$ cat config.mk
export PLATFORM = sky130hd
export DESIGN_NAME = eewr_word_reader
export DESIGN_NICKNAME = d
export VERILOG_FILES = /design/src/rtl/eewr_pkg.sv /design/src/rtl/eewr_settle_timer.sv /design/src/rtl/eewr_line_decode.sv /design/src/rtl/eewr_rx_shift.sv /design/src/rtl/eewr_word_reader.sv
export SDC_FILE = /design/constraint.sdc
export NUM_CORES = 1
export LEC_CHECK = 0
export BUFFER_PORTS_ARGS = -buffer_cell sky130_fd_sc_hd__buf_2
export CORE_MARGIN = 3
export CORE_UTILIZATION = 50
export CTS_CLUSTER_SIZE = 25
export DETAILED_ROUTE_END_ITERATION = 6
export PLACE_DENSITY = 0.7
export SYNTH_ARGS = -nofsm -noshare
export SYNTH_HDL_FRONTEND = slang
export SYNTH_HIERARCHICAL = 1
export SYNTH_SLANG_ARGS = --single-unit
$ cat constraint.sdc
create_clock -name clk -period 6.2 [get_ports clk]
set_input_delay 0.31 -clock clk [delete_from_list [all_inputs] [get_ports clk]]
set_output_delay 0.31 -clock clk [all_outputs]
set_load 0.01 [all_outputs]
$ cat src/rtl/eewr_pkg.sv
package eewr_pkg;

  typedef enum logic [2:0] {
    ST_IDLE,
    ST_PRE,
    ST_ACC,
    ST_CMD,
    ST_DAT,
    ST_POST,
    ST_OUT
  } rd_state_t;

  typedef struct packed {
    logic sel;
    logic cs;
    logic sk;
    logic di;
  } ee_lines_t;

endpackage

$ cat src/rtl/eewr_settle_timer.sv
module eewr_settle_timer #(
  parameter int DIV_W = 8
) (
  input  logic             clk,
  input  logic             rst,
  input  logic             load,
  input  logic             run,
  input  logic [DIV_W-1:0] settle,
  output logic             tick
);
  logic [DIV_W-1:0] cnt;
  logic [DIV_W-1:0] reload;

  assign reload = (settle == '0) ? DIV_W'(1) : settle;
  assign tick   = run && !load && (cnt == '0);

  always_ff @(posedge clk) begin
    if (rst) begin
      cnt <= '0;
    end else if (load) begin
      cnt <= reload;
    end else if (run) begin
      cnt <= (cnt == '0) ? reload : cnt - 1'b1;
    end
  end
endmodule

$ cat src/rtl/eewr_line_decode.sv
module eewr_line_decode import eewr_pkg::*; #(
  parameter int IDLE_PULSES = 25,
  parameter int PH_W        = 6,
  parameter int BC_W        = 4,
  parameter int CMD_W       = 11
) (
  input  rd_state_t        st,
  input  logic [PH_W-1:0]  ph,
  input  logic [BC_W-1:0]  bc,
  input  logic [CMD_W-1:0] cmd,
  output ee_lines_t        lines
);
  localparam int PULSE_END = 3 + 2 * IDLE_PULSES;

  logic [PH_W-1:0]  pulse_idx;
  logic [CMD_W-1:0] cmd_shifted;

  assign pulse_idx   = ph - PH_W'(3);
  assign cmd_shifted = cmd << bc;

  always_comb begin
    lines = '0;
    unique case (st)
      ST_PRE, ST_POST: begin
        if (int'(ph) <= PULSE_END + 1) lines.sel = 1'b1;
        if (int'(ph) >= 1 && int'(ph) <= PULSE_END) lines.cs = 1'b1;
        if (int'(ph) == 2) lines.sk = 1'b1;
        else if (int'(ph) >= 3 && int'(ph) < PULSE_END) lines.sk = pulse_idx[0];
      end
      ST_ACC: begin
        lines.sel = 1'b1;
        lines.cs  = (ph != '0);
        lines.sk  = (int'(ph) == 2);
      end
      ST_CMD: begin
        lines.sel = 1'b1;
        lines.cs  = 1'b1;
        lines.di  = cmd_shifted[CMD_W-1];
        lines.sk  = (int'(ph) == 1) || (ph == '0 && bc == '0);
      end
      ST_DAT: begin
        lines.sel = 1'b1;
        lines.cs  = 1'b1;
        lines.sk  = (int'(ph) != 2);
      end
      default: lines = '0;
    endcase
  end
endmodule

$ cat src/rtl/eewr_rx_shift.sv
module eewr_rx_shift #(
  parameter int DATA_W = 16
) (
  input  logic              clk,
  input  logic              rst,
  input  logic              shift_en,
  input  logic              bit_in,
  input  logic              swap,
  output logic [DATA_W-1:0] word
);
  localparam int HALF = DATA_W / 2;

  logic [DATA_W-1:0] sreg;

  always_ff @(posedge clk) begin
    if (rst) sreg <= '0;
    else if (shift_en) sreg <= {sreg[DATA_W-2:0], bit_in};
  end

  assign word = swap ? {sreg[HALF-1:0], sreg[DATA_W-1:HALF]} : sreg;
endmodule

$ cat src/rtl/eewr_word_reader.sv
module eewr_word_reader import eewr_pkg::*; #(
  parameter int         ADDR_W      = 6,
  parameter int         CNT_W       = 8,
  parameter int         DIV_W       = 8,
  parameter int         DATA_W      = 16,
  parameter int         CMD_W       = 11,
  parameter int         IDLE_PULSES = 25,
  parameter logic [2:0] READ_CODE   = 3'b110
) (
  input  logic              clk,
  input  logic              rst,
  input  logic              start,
  input  logic [ADDR_W-1:0] start_addr,
  input  logic [CNT_W-1:0]  word_count,
  input  logic              swap_bytes,
  input  logic [DIV_W-1:0]  settle_cycles,
  output logic              busy,
  output logic              word_valid,
  input  logic              word_ready,
  output logic [DATA_W-1:0] word_data,
  output logic              ee_sel,
  output logic              ee_cs,
  output logic              ee_sk,
  output logic              ee_di,
  input  logic              ee_do
);
  localparam int IDLE_STEPS = 2 * IDLE_PULSES + 6;
  localparam int PH_W       = $clog2(IDLE_STEPS);
  localparam int BITS_MAX   = (DATA_W > CMD_W) ? DATA_W : CMD_W;
  localparam int BC_W       = $clog2(BITS_MAX);
  localparam logic [PH_W-1:0] PH_IDLE_LAST = PH_W'(IDLE_STEPS - 1);
  localparam logic [PH_W-1:0] PH_STEP_LAST = PH_W'(2);
  localparam logic [BC_W-1:0] BC_CMD_LAST  = BC_W'(CMD_W - 1);
  localparam logic [BC_W-1:0] BC_DAT_LAST  = BC_W'(DATA_W - 1);

  rd_state_t         st;
  logic [PH_W-1:0]   ph;
  logic [BC_W-1:0]   bc;
  logic [ADDR_W-1:0] addr_q;
  logic [CNT_W-1:0]  left_q;
  logic              swap_q;
  logic [DIV_W-1:0]  settle_q;
  logic              restart_q;
  logic              timed, tick, sample;
  logic [CMD_W-1:0]  cmd_word;
  logic [DATA_W-1:0] rx_word;
  ee_lines_t         nxt_lines, lines_q;

  assign timed    = (st == ST_PRE) || (st == ST_ACC) || (st == ST_CMD) ||
                    (st == ST_DAT) || (st == ST_POST);
  assign sample   = tick && (st == ST_DAT) && (ph == '0);
  assign cmd_word = CMD_W'({READ_CODE, addr_q});

  eewr_settle_timer #(.DIV_W(DIV_W)) u_timer (
    .clk(clk), .rst(rst), .load(restart_q), .run(timed),
    .settle(settle_q), .tick(tick)
  );

  eewr_line_decode #(
    .IDLE_PULSES(IDLE_PULSES), .PH_W(PH_W), .BC_W(BC_W), .CMD_W(CMD_W)
  ) u_decode (
    .st(st), .ph(ph), .bc(bc), .cmd(cmd_word), .lines(nxt_lines)
  );

  eewr_rx_shift #(.DATA_W(DATA_W)) u_rx (
    .clk(clk), .rst(rst), .shift_en(sample), .bit_in(ee_do),
    .swap(swap_q), .word(rx_word)
  );

  always_ff @(posedge clk) begin
    if (rst) begin
      st         <= ST_IDLE;
      ph         <= '0;
      bc         <= '0;
      addr_q     <= '0;
      left_q     <= '0;
      swap_q     <= 1'b0;
      settle_q   <= '0;
      restart_q  <= 1'b0;
      busy       <= 1'b0;
      word_valid <= 1'b0;
      word_data  <= '0;
      lines_q    <= '0;
    end else begin
      restart_q <= 1'b0;
      lines_q   <= nxt_lines;
      unique case (st)
        ST_IDLE: if (start && word_count != '0) begin
          addr_q    <= start_addr;
          left_q    <= word_count;
          swap_q    <= swap_bytes;
          settle_q  <= settle_cycles;
          busy      <= 1'b1;
          ph        <= '0;
          bc        <= '0;
          restart_q <= 1'b1;
          st        <= ST_PRE;
        end
        ST_PRE, ST_POST: if (tick) begin
          if (ph == PH_IDLE_LAST) begin
            ph <= '0;
            if (st == ST_PRE) begin
              st <= ST_ACC;
            end else begin
              word_data  <= rx_word;
              word_valid <= 1'b1;
              st         <= ST_OUT;
            end
          end else begin
            ph <= ph + 1'b1;
          end
        end
        ST_ACC: if (tick) begin
          if (ph == PH_STEP_LAST) begin
            ph <= '0;
            bc <= '0;
            st <= ST_CMD;
          end else begin
            ph <= ph + 1'b1;
          end
        end
        ST_CMD, ST_DAT: if (tick) begin
          if (ph == PH_STEP_LAST) begin
            ph <= '0;
            if (st == ST_CMD && bc == BC_CMD_LAST) begin
              bc <= '0;
              st <= ST_DAT;
            end else if (st == ST_DAT && bc == BC_DAT_LAST) begin
              bc <= '0;
              st <= ST_POST;
            end else begin
              bc <= bc + 1'b1;
            end
          end else begin
            ph <= ph + 1'b1;
          end
        end
        ST_OUT: if (word_ready) begin
          word_valid <= 1'b0;
          if (left_q == CNT_W'(1)) begin
            busy <= 1'b0;
            st   <= ST_IDLE;
          end else begin
            left_q    <= left_q - 1'b1;
            addr_q    <= addr_q + 1'b1;
            ph        <= '0;
            restart_q <= 1'b1;
            st        <= ST_PRE;
          end
        end
        default: st <= ST_IDLE;
      endcase
    end
  end

  assign ee_sel = lines_q.sel;
  assign ee_cs  = lines_q.cs;
  assign ee_sk  = lines_q.sk;
  assign ee_di  = lines_q.di;
endmodule

Word-level counts from Yosys, hierarchy flattened
Cells that the tools add are included.

word-level totals
  flip-flop bits (word level) = 83
  bits of input ports = 28
  output and inout port bits = 22
  word-level logic and storage cells = 158

operators by class
  add/sub/neg operators = 6
  $lt $le $gt $ge = 5
  eq/ne operators = 27
  shifts and indexed selects = 1
  mux-type cells = 60
  bitwise gates (word level) = 2
  reduce and logical (&&, ||, !) cells = 40

operator list
  cell                                                                number
  6-bit two-way mux                                                   10
  8-bit two-way mux                                                   7
  3-bit two-way mux                                                   11
  4-bit two-way mux                                                   7
  6-bit one-hot mux with 4 select lines                               1
  2-bit inequality test, second input constant                        10
  8-bit zero test                                                     2
  16-bit two-way mux                                                  1
  8-bit one-hot mux with 2 select lines                               1
  8-bit by 1-bit subtractor with 8-bit output, second input constant  2
  1-bit two-way mux                                                   15
  3-bit one-hot mux with 5 select lines                               1
  6-bit by 1-bit adder with 6-bit output, second input constant       2
  6-bit by 2-bit == test with 1-bit output, second input constant     2
  6-bit <= comparator, second input constant                          2
  3-bit one-hot mux with 4 select lines                               1
  4-bit one-hot mux with 3 select lines                               1
  6-bit one-hot mux with 2 select lines                               1
  4-bit AND reduction                                                 3
  6-bit AND reduction                                                 2
  9-bit by 4-bit left shift with 11-bit output                        1
  1-bit logical AND                                                   10
  3-bit == test, second input constant                                3
  9-bit AND reduction                                                 1
  30 further kinds                                                    44

Depth between registers and ports, before layout
  depth in word-level cells = 9
  depth in mapped cells = 13
  mapped depth without buffers = 10

By module
Netlist, hierarchy kept.

by module, submodules not included
  module             instances  cells each  area each (um2)  seq. area each (um2)
  eewr_word_reader   1          355         2,906.5          1,181.1
  eewr_rx_shift      1          70          824.5            320.3
  eewr_settle_timer  1          71          541.8            160.2
  eewr_line_decode   1          31          252.7            0.0

Worst setup path before layout
No wires, ideal clock.

  kind = register to register
  from = reg st[0]
  to = reg st[0]
  data arrival time = 3,116 ps
  required time = 6,078 ps
  slack = 2,962 ps
  stages on the path, launching flop included = 13
  buffers on the path = 2
  clock period less this slack = 3,238 ps
  cell sequence = dfxtp_1 clkbuf_1 nor3_2 a21oi_1 clkbuf_2 nor4b_1 nand2_1 nor3_1 and3_1 a211oi_1 a221o_1 a211o_1 o311a_1

on the way
  longest elaborated chain between the ends = 9
  elaborated cells between the ends (all ways) = 31
  those cells by class = eq/ne (15); mux (4); reduce/logical (12)

RTL lines
  item                                                                                                  line                     source
  start: declaration                                                                                    eewr_word_reader.sv:36   rd_state_t st;
  start signal: assignment                                                                              eewr_word_reader.sv:72   st <= ST_IDLE;
  start signal: assignment                                                                              eewr_word_reader.sv:97   st <= ST_PRE;
  start signal: assignment                                                                              eewr_word_reader.sv:103  st <= ST_ACC;
  3-bit by 1-bit == test with 1-bit output or 3-bit by 2-bit == test with 1-bit output (tied branches)  eewr_word_reader.sv:49   assign timed = (st == ST_PRE) || (st == ST_ACC) || (st == ST_CMD) ||
  1-bit logical OR (3 in series)                                                                        eewr_word_reader.sv:49
  1-bit logical OR (*)                                                                                  eewr_word_reader.sv:50   (st == ST_DAT) || (st == ST_POST);
  net timed                                                                                             eewr_word_reader.sv:44   logic timed, tick, sample;
  1-bit logical AND (*) (2 in series)                                                                   eewr_settle_timer.sv:15  assign tick = run && !load && (cnt == '0);
  net tick                                                                                              eewr_word_reader.sv:44
  2-bit inequality test (no line)                                                                       n/a
  9-bit AND reduction (no line) (*)                                                                     n/a

Mark *: on every way through the listed nets, which the timed path passes. The rest lies on a longest branch. The select of a mux whose other input is x is not followed.
A chain may end at the register's enable or synchronous reset.

Worst setup path after layout
  from = reg st[0]
  to = reg word_data[10]

on the way
  longest elaborated chain between the ends = 8
  elaborated cells between the ends (all ways) = 14
  those cells by class = eq/ne (5); bitwise (1); reduce/logical (8)

RTL lines
  item                                                                                                  line                     source
  3-bit by 1-bit == test with 1-bit output or 3-bit by 2-bit == test with 1-bit output (tied branches)  eewr_word_reader.sv:49
  1-bit logical OR (3 in series)                                                                        eewr_word_reader.sv:49
  1-bit logical OR (*)                                                                                  eewr_word_reader.sv:50
  net timed                                                                                             eewr_word_reader.sv:44
  1-bit logical AND (*) (2 in series)                                                                   eewr_settle_timer.sv:15
  net tick                                                                                              eewr_word_reader.sv:44
  4-bit AND reduction (no line) (*)                                                                     n/a
  end signal: assignment                                                                                eewr_word_reader.sv:105  word_data <= rx_word;
  end: declaration                                                                                      eewr_word_reader.sv:20   output logic [DATA_W-1:0] word_data,

Mark *: on every way through the listed nets, which the timed path passes. The rest lies on a longest branch.

==> flow_summary.yaml <==
run_status:
  status: "complete, no violations"
critical_path:
  rr_endpoint: "word_data[10]"
  rr_startpoint: "st[0]"
  cp_max_fo: 24
  worstSetupStartpointType: "register"
  reg2reg_depth: 9
  cp.arrival_ns: 4.45
  reg2reg_slack_ns: 2.02
  endpoint_kind: "register"
  crit_required_ns: 6.47
  crit_type: "reg2reg"
cts:
  clkTransAtPathRegs_ns: 0.09
  cts_tree: "done"
  cts_max_level: 3
  hold_buffers: 0
  insertion_delay_ns: 0.36
  post_cts_buffers: 0
  cts_buffer_depth: 2
  post_cts_resize_count: 0
  cts_made_buffers: 9
  cts_root_buffer: "clkbuf_8"
  clock-sinks: 83
sta:
  fmax_mhz: 239
  hold_viol_final: 0
  maxSlewViolCount: 0
  skew_ns: 0.0145
  period_needed_ns: 4.18
  slew_headroom: 0.258
  finalSetupTns_ns: 0
  setup_slack_ns: 2.02
  finalSetupViolCount: 0
  rsz0062_at_grt: "no"
  finalCritPeriodShare: 0.674
  worst_pin_slew_ns: 1.11
detailed_routing:
  drtPass1Iterations: 5
  wl_per_cell_um: 15.4
  drt-initial-drc-count: 243
  drc: 0
  wl_mm: 10.4
  antenna_left: 0
  vias: 3996
  vias_per_cell: 5.92
synthesis:
  async_flop_share: 0
  ys_ff_latch: 83
  synth_ff_type: "dfxtp_1"
  synth_enable_flop_cells: 0
  synth_area_per_cell_sq_um: 8.59
  ys_types: 76
  synth_area_sq_um: 4530
  post-synth-top-area-cell: "dfxtp_1"
  ys.warnings.count: 6
  synth.most_common_cell: "dfxtp_1"
  synthTopCellsByCount: "dfxtp_1, nand2_1, a21oi_1"
  synthTopCellsByArea: "dfxtp_1, mux2i_1, nand2_1"
  synth_top_area_share: 0.367
  yosysSeqAreaShare: 0.367
  syn_inst: 527
power:
  total_power_mw: 1.25
  cellPowerDensity_nw_per_um2: 252
  ir_worst_vdd_v: 0.000125
  leakage_nw: 1.92
die:
  die_area_sq_um: 10200
  start_util: 0.516
  rows: 34
  io_pins: 50
  die_w_um: 101
  coreArea_sq_um: 8760
  die_h_um: 101
worst_hold_path:
  hold_path_end: "settle_q[2]"
  worstHoldPathCells: 3
  min_path_type: "in2reg"
  min_from: "settle_cycles[2]"
placement:
  io_buffers: 49
  dp_slack_ns: 2.12
  gp_congestion: 0.823
  dp_hpwl_mm: 7.01
global_routing:
  overflow: 0
  grt_pass1_wl_mm: 17.3
  grt_pass1_vias: 3707
  antenna_found_initial: 0
  grt_max_degree: 84
  grt_use_total: 0.205
final_layout:
  fillers: 801
  drive_gt1_frac: 0.175
  n_antenna_cell: 0
  nets: 600
  syn_to_final_growth_pct: 9.84
flow_run:
  drv_cap: 0
power breakdown:
part | leakage (nW) | switching [mW] | total (mW) | internal [mW]
Combinational | 1.15 | 0.133 | 0.235 | 0.102
Sequential | 0.674 | 0.0416 | 0.604 | 0.562
Clock | 0.102 | 0.222 | 0.414 | 0.193
Total | 1.92 | 0.397 | 1.25 | 0.856
registers in the layout (all words and copies together), names as in the netlist:
register	flops
ee_sk	1
left_q	8
word_data	16
ee_cs	1
st	3
ee_sel	1
addr_q	6
ph	6
busy	1
settle_q	8
u_rx/sreg	16
restart_q	1
word_valid	1
u_timer/cnt	8
ee_di	1
swap_q	1
bc	4
logic make-up after synthesis:
| family | after synthesis | share of synthesized area |
|---|---|---|
| other | 2 | 0.00166 |
| AOI/OAI and AO/OA | 134 | 0.193 |
| and+or+nand+nor | 212 | 0.244 |
| DFF | 83 | 0.367 |
| muxes | 46 | 0.122 |
| buffers and inverters | 40 | 0.0448 |
| adders and majority gates | 10 | 0.0276 |
cells in the final DEF, fill, tap and decap left out, types with 5 or more instances in the layout:
master | Yosys | final
a21oi_1 | 48 | 48
clkbuf_8 | 0 | 9
nand2_1 | 70 | 70
and3_1 | 5 | 5
o21ai_0 | 24 | 24
a32o_1 | 5 | 5
nor3_1 | 11 | 11
or4_1 | 7 | 7
nand3b_1 | 6 | 6
buf_2 | 7 | 49
ha_1 | 10 | 10
o31ai_1 | 8 | 8
a31oi_1 | 8 | 8
nand3_1 | 14 | 14
dfxtp_1 | 83 | 83
conb_1 | 2 | 5
nor3b_1 | 6 | 6
mux2_4 | 10 | 10
nor2_1 | 45 | 45
nor2b_1 | 14 | 14
mux2_2 | 6 | 6
mux2i_1 | 28 | 28
inv_1 | 11 | 11
critical path: stages (launching register included):
cell,delay (ns)
dfxtp_1,0.79
nor3_2,0.19
a21oi_1,0.52
nor4b_1,0.51
nand2_1,0.17
nor3_1,0.45
nor3b_1,0.47
and3_1,0.65
nand2_1,0.15
a21oi_1,0.19
area by class of cell:
cell class | instances | area (sq um) | share of cell area
clock buffers | 9 | 124 | 0.0249
clock inverters | 7 | 83.8 | 0.0169
inverters | 11 | 41.3 | 0.00831
multi-input cells | 407 | 2670 | 0.538
flip-flops and latches | 83 | 1660 | 0.334
well taps | 108 | 135 | 0.0272
repair buffers | 50 | 253 | 0.0508
routing by layer:
layer,wire length (um),vias up,part of all wire,track usage
met2,4840,90,0.46,0.322
met4,111,0,0.011,0.0573
met1,4950,1911,0.48,0.286
met5,0,-,0,0
met3,518,10,0.050,0.0434
li1,-,1985,-,-
through the flow:
step / std cells / hold WS, ns / utilization / area (sq um)
final: 675 / 0.184 / 0.567 / 4970
after global routing: 675 / 0.174 / 0.567 / 4970
after CTS: 675 / 0.173 / 0.567 / 4970
after detailed placement: 659 / 0.447 / 0.544 / 4760
after global placement: 659 / 0.436 / 0.544 / 4760
after floorplan: 530 / 0.448 / - / 4540
worst max path at each step:
stage | startpoint | to | slack [ns] | depth (start not counted)
6_report | st[0] | word_data[10] | 2.02 | 9
5_1_grt | st[0] | word_data[10] | 1.60 | 9
4_1_cts | st[0] | word_data[10] | 2.07 | 9
2_1_floorplan | st[0] | st[0] | 2.96 | 12
3_3_place_gp | st[0] | word_data[10] | 2.39 | 9
3_5_place_dp | st[0] | word_data[14] | 2.12 | 9
(Power assumes the default switching activity.)
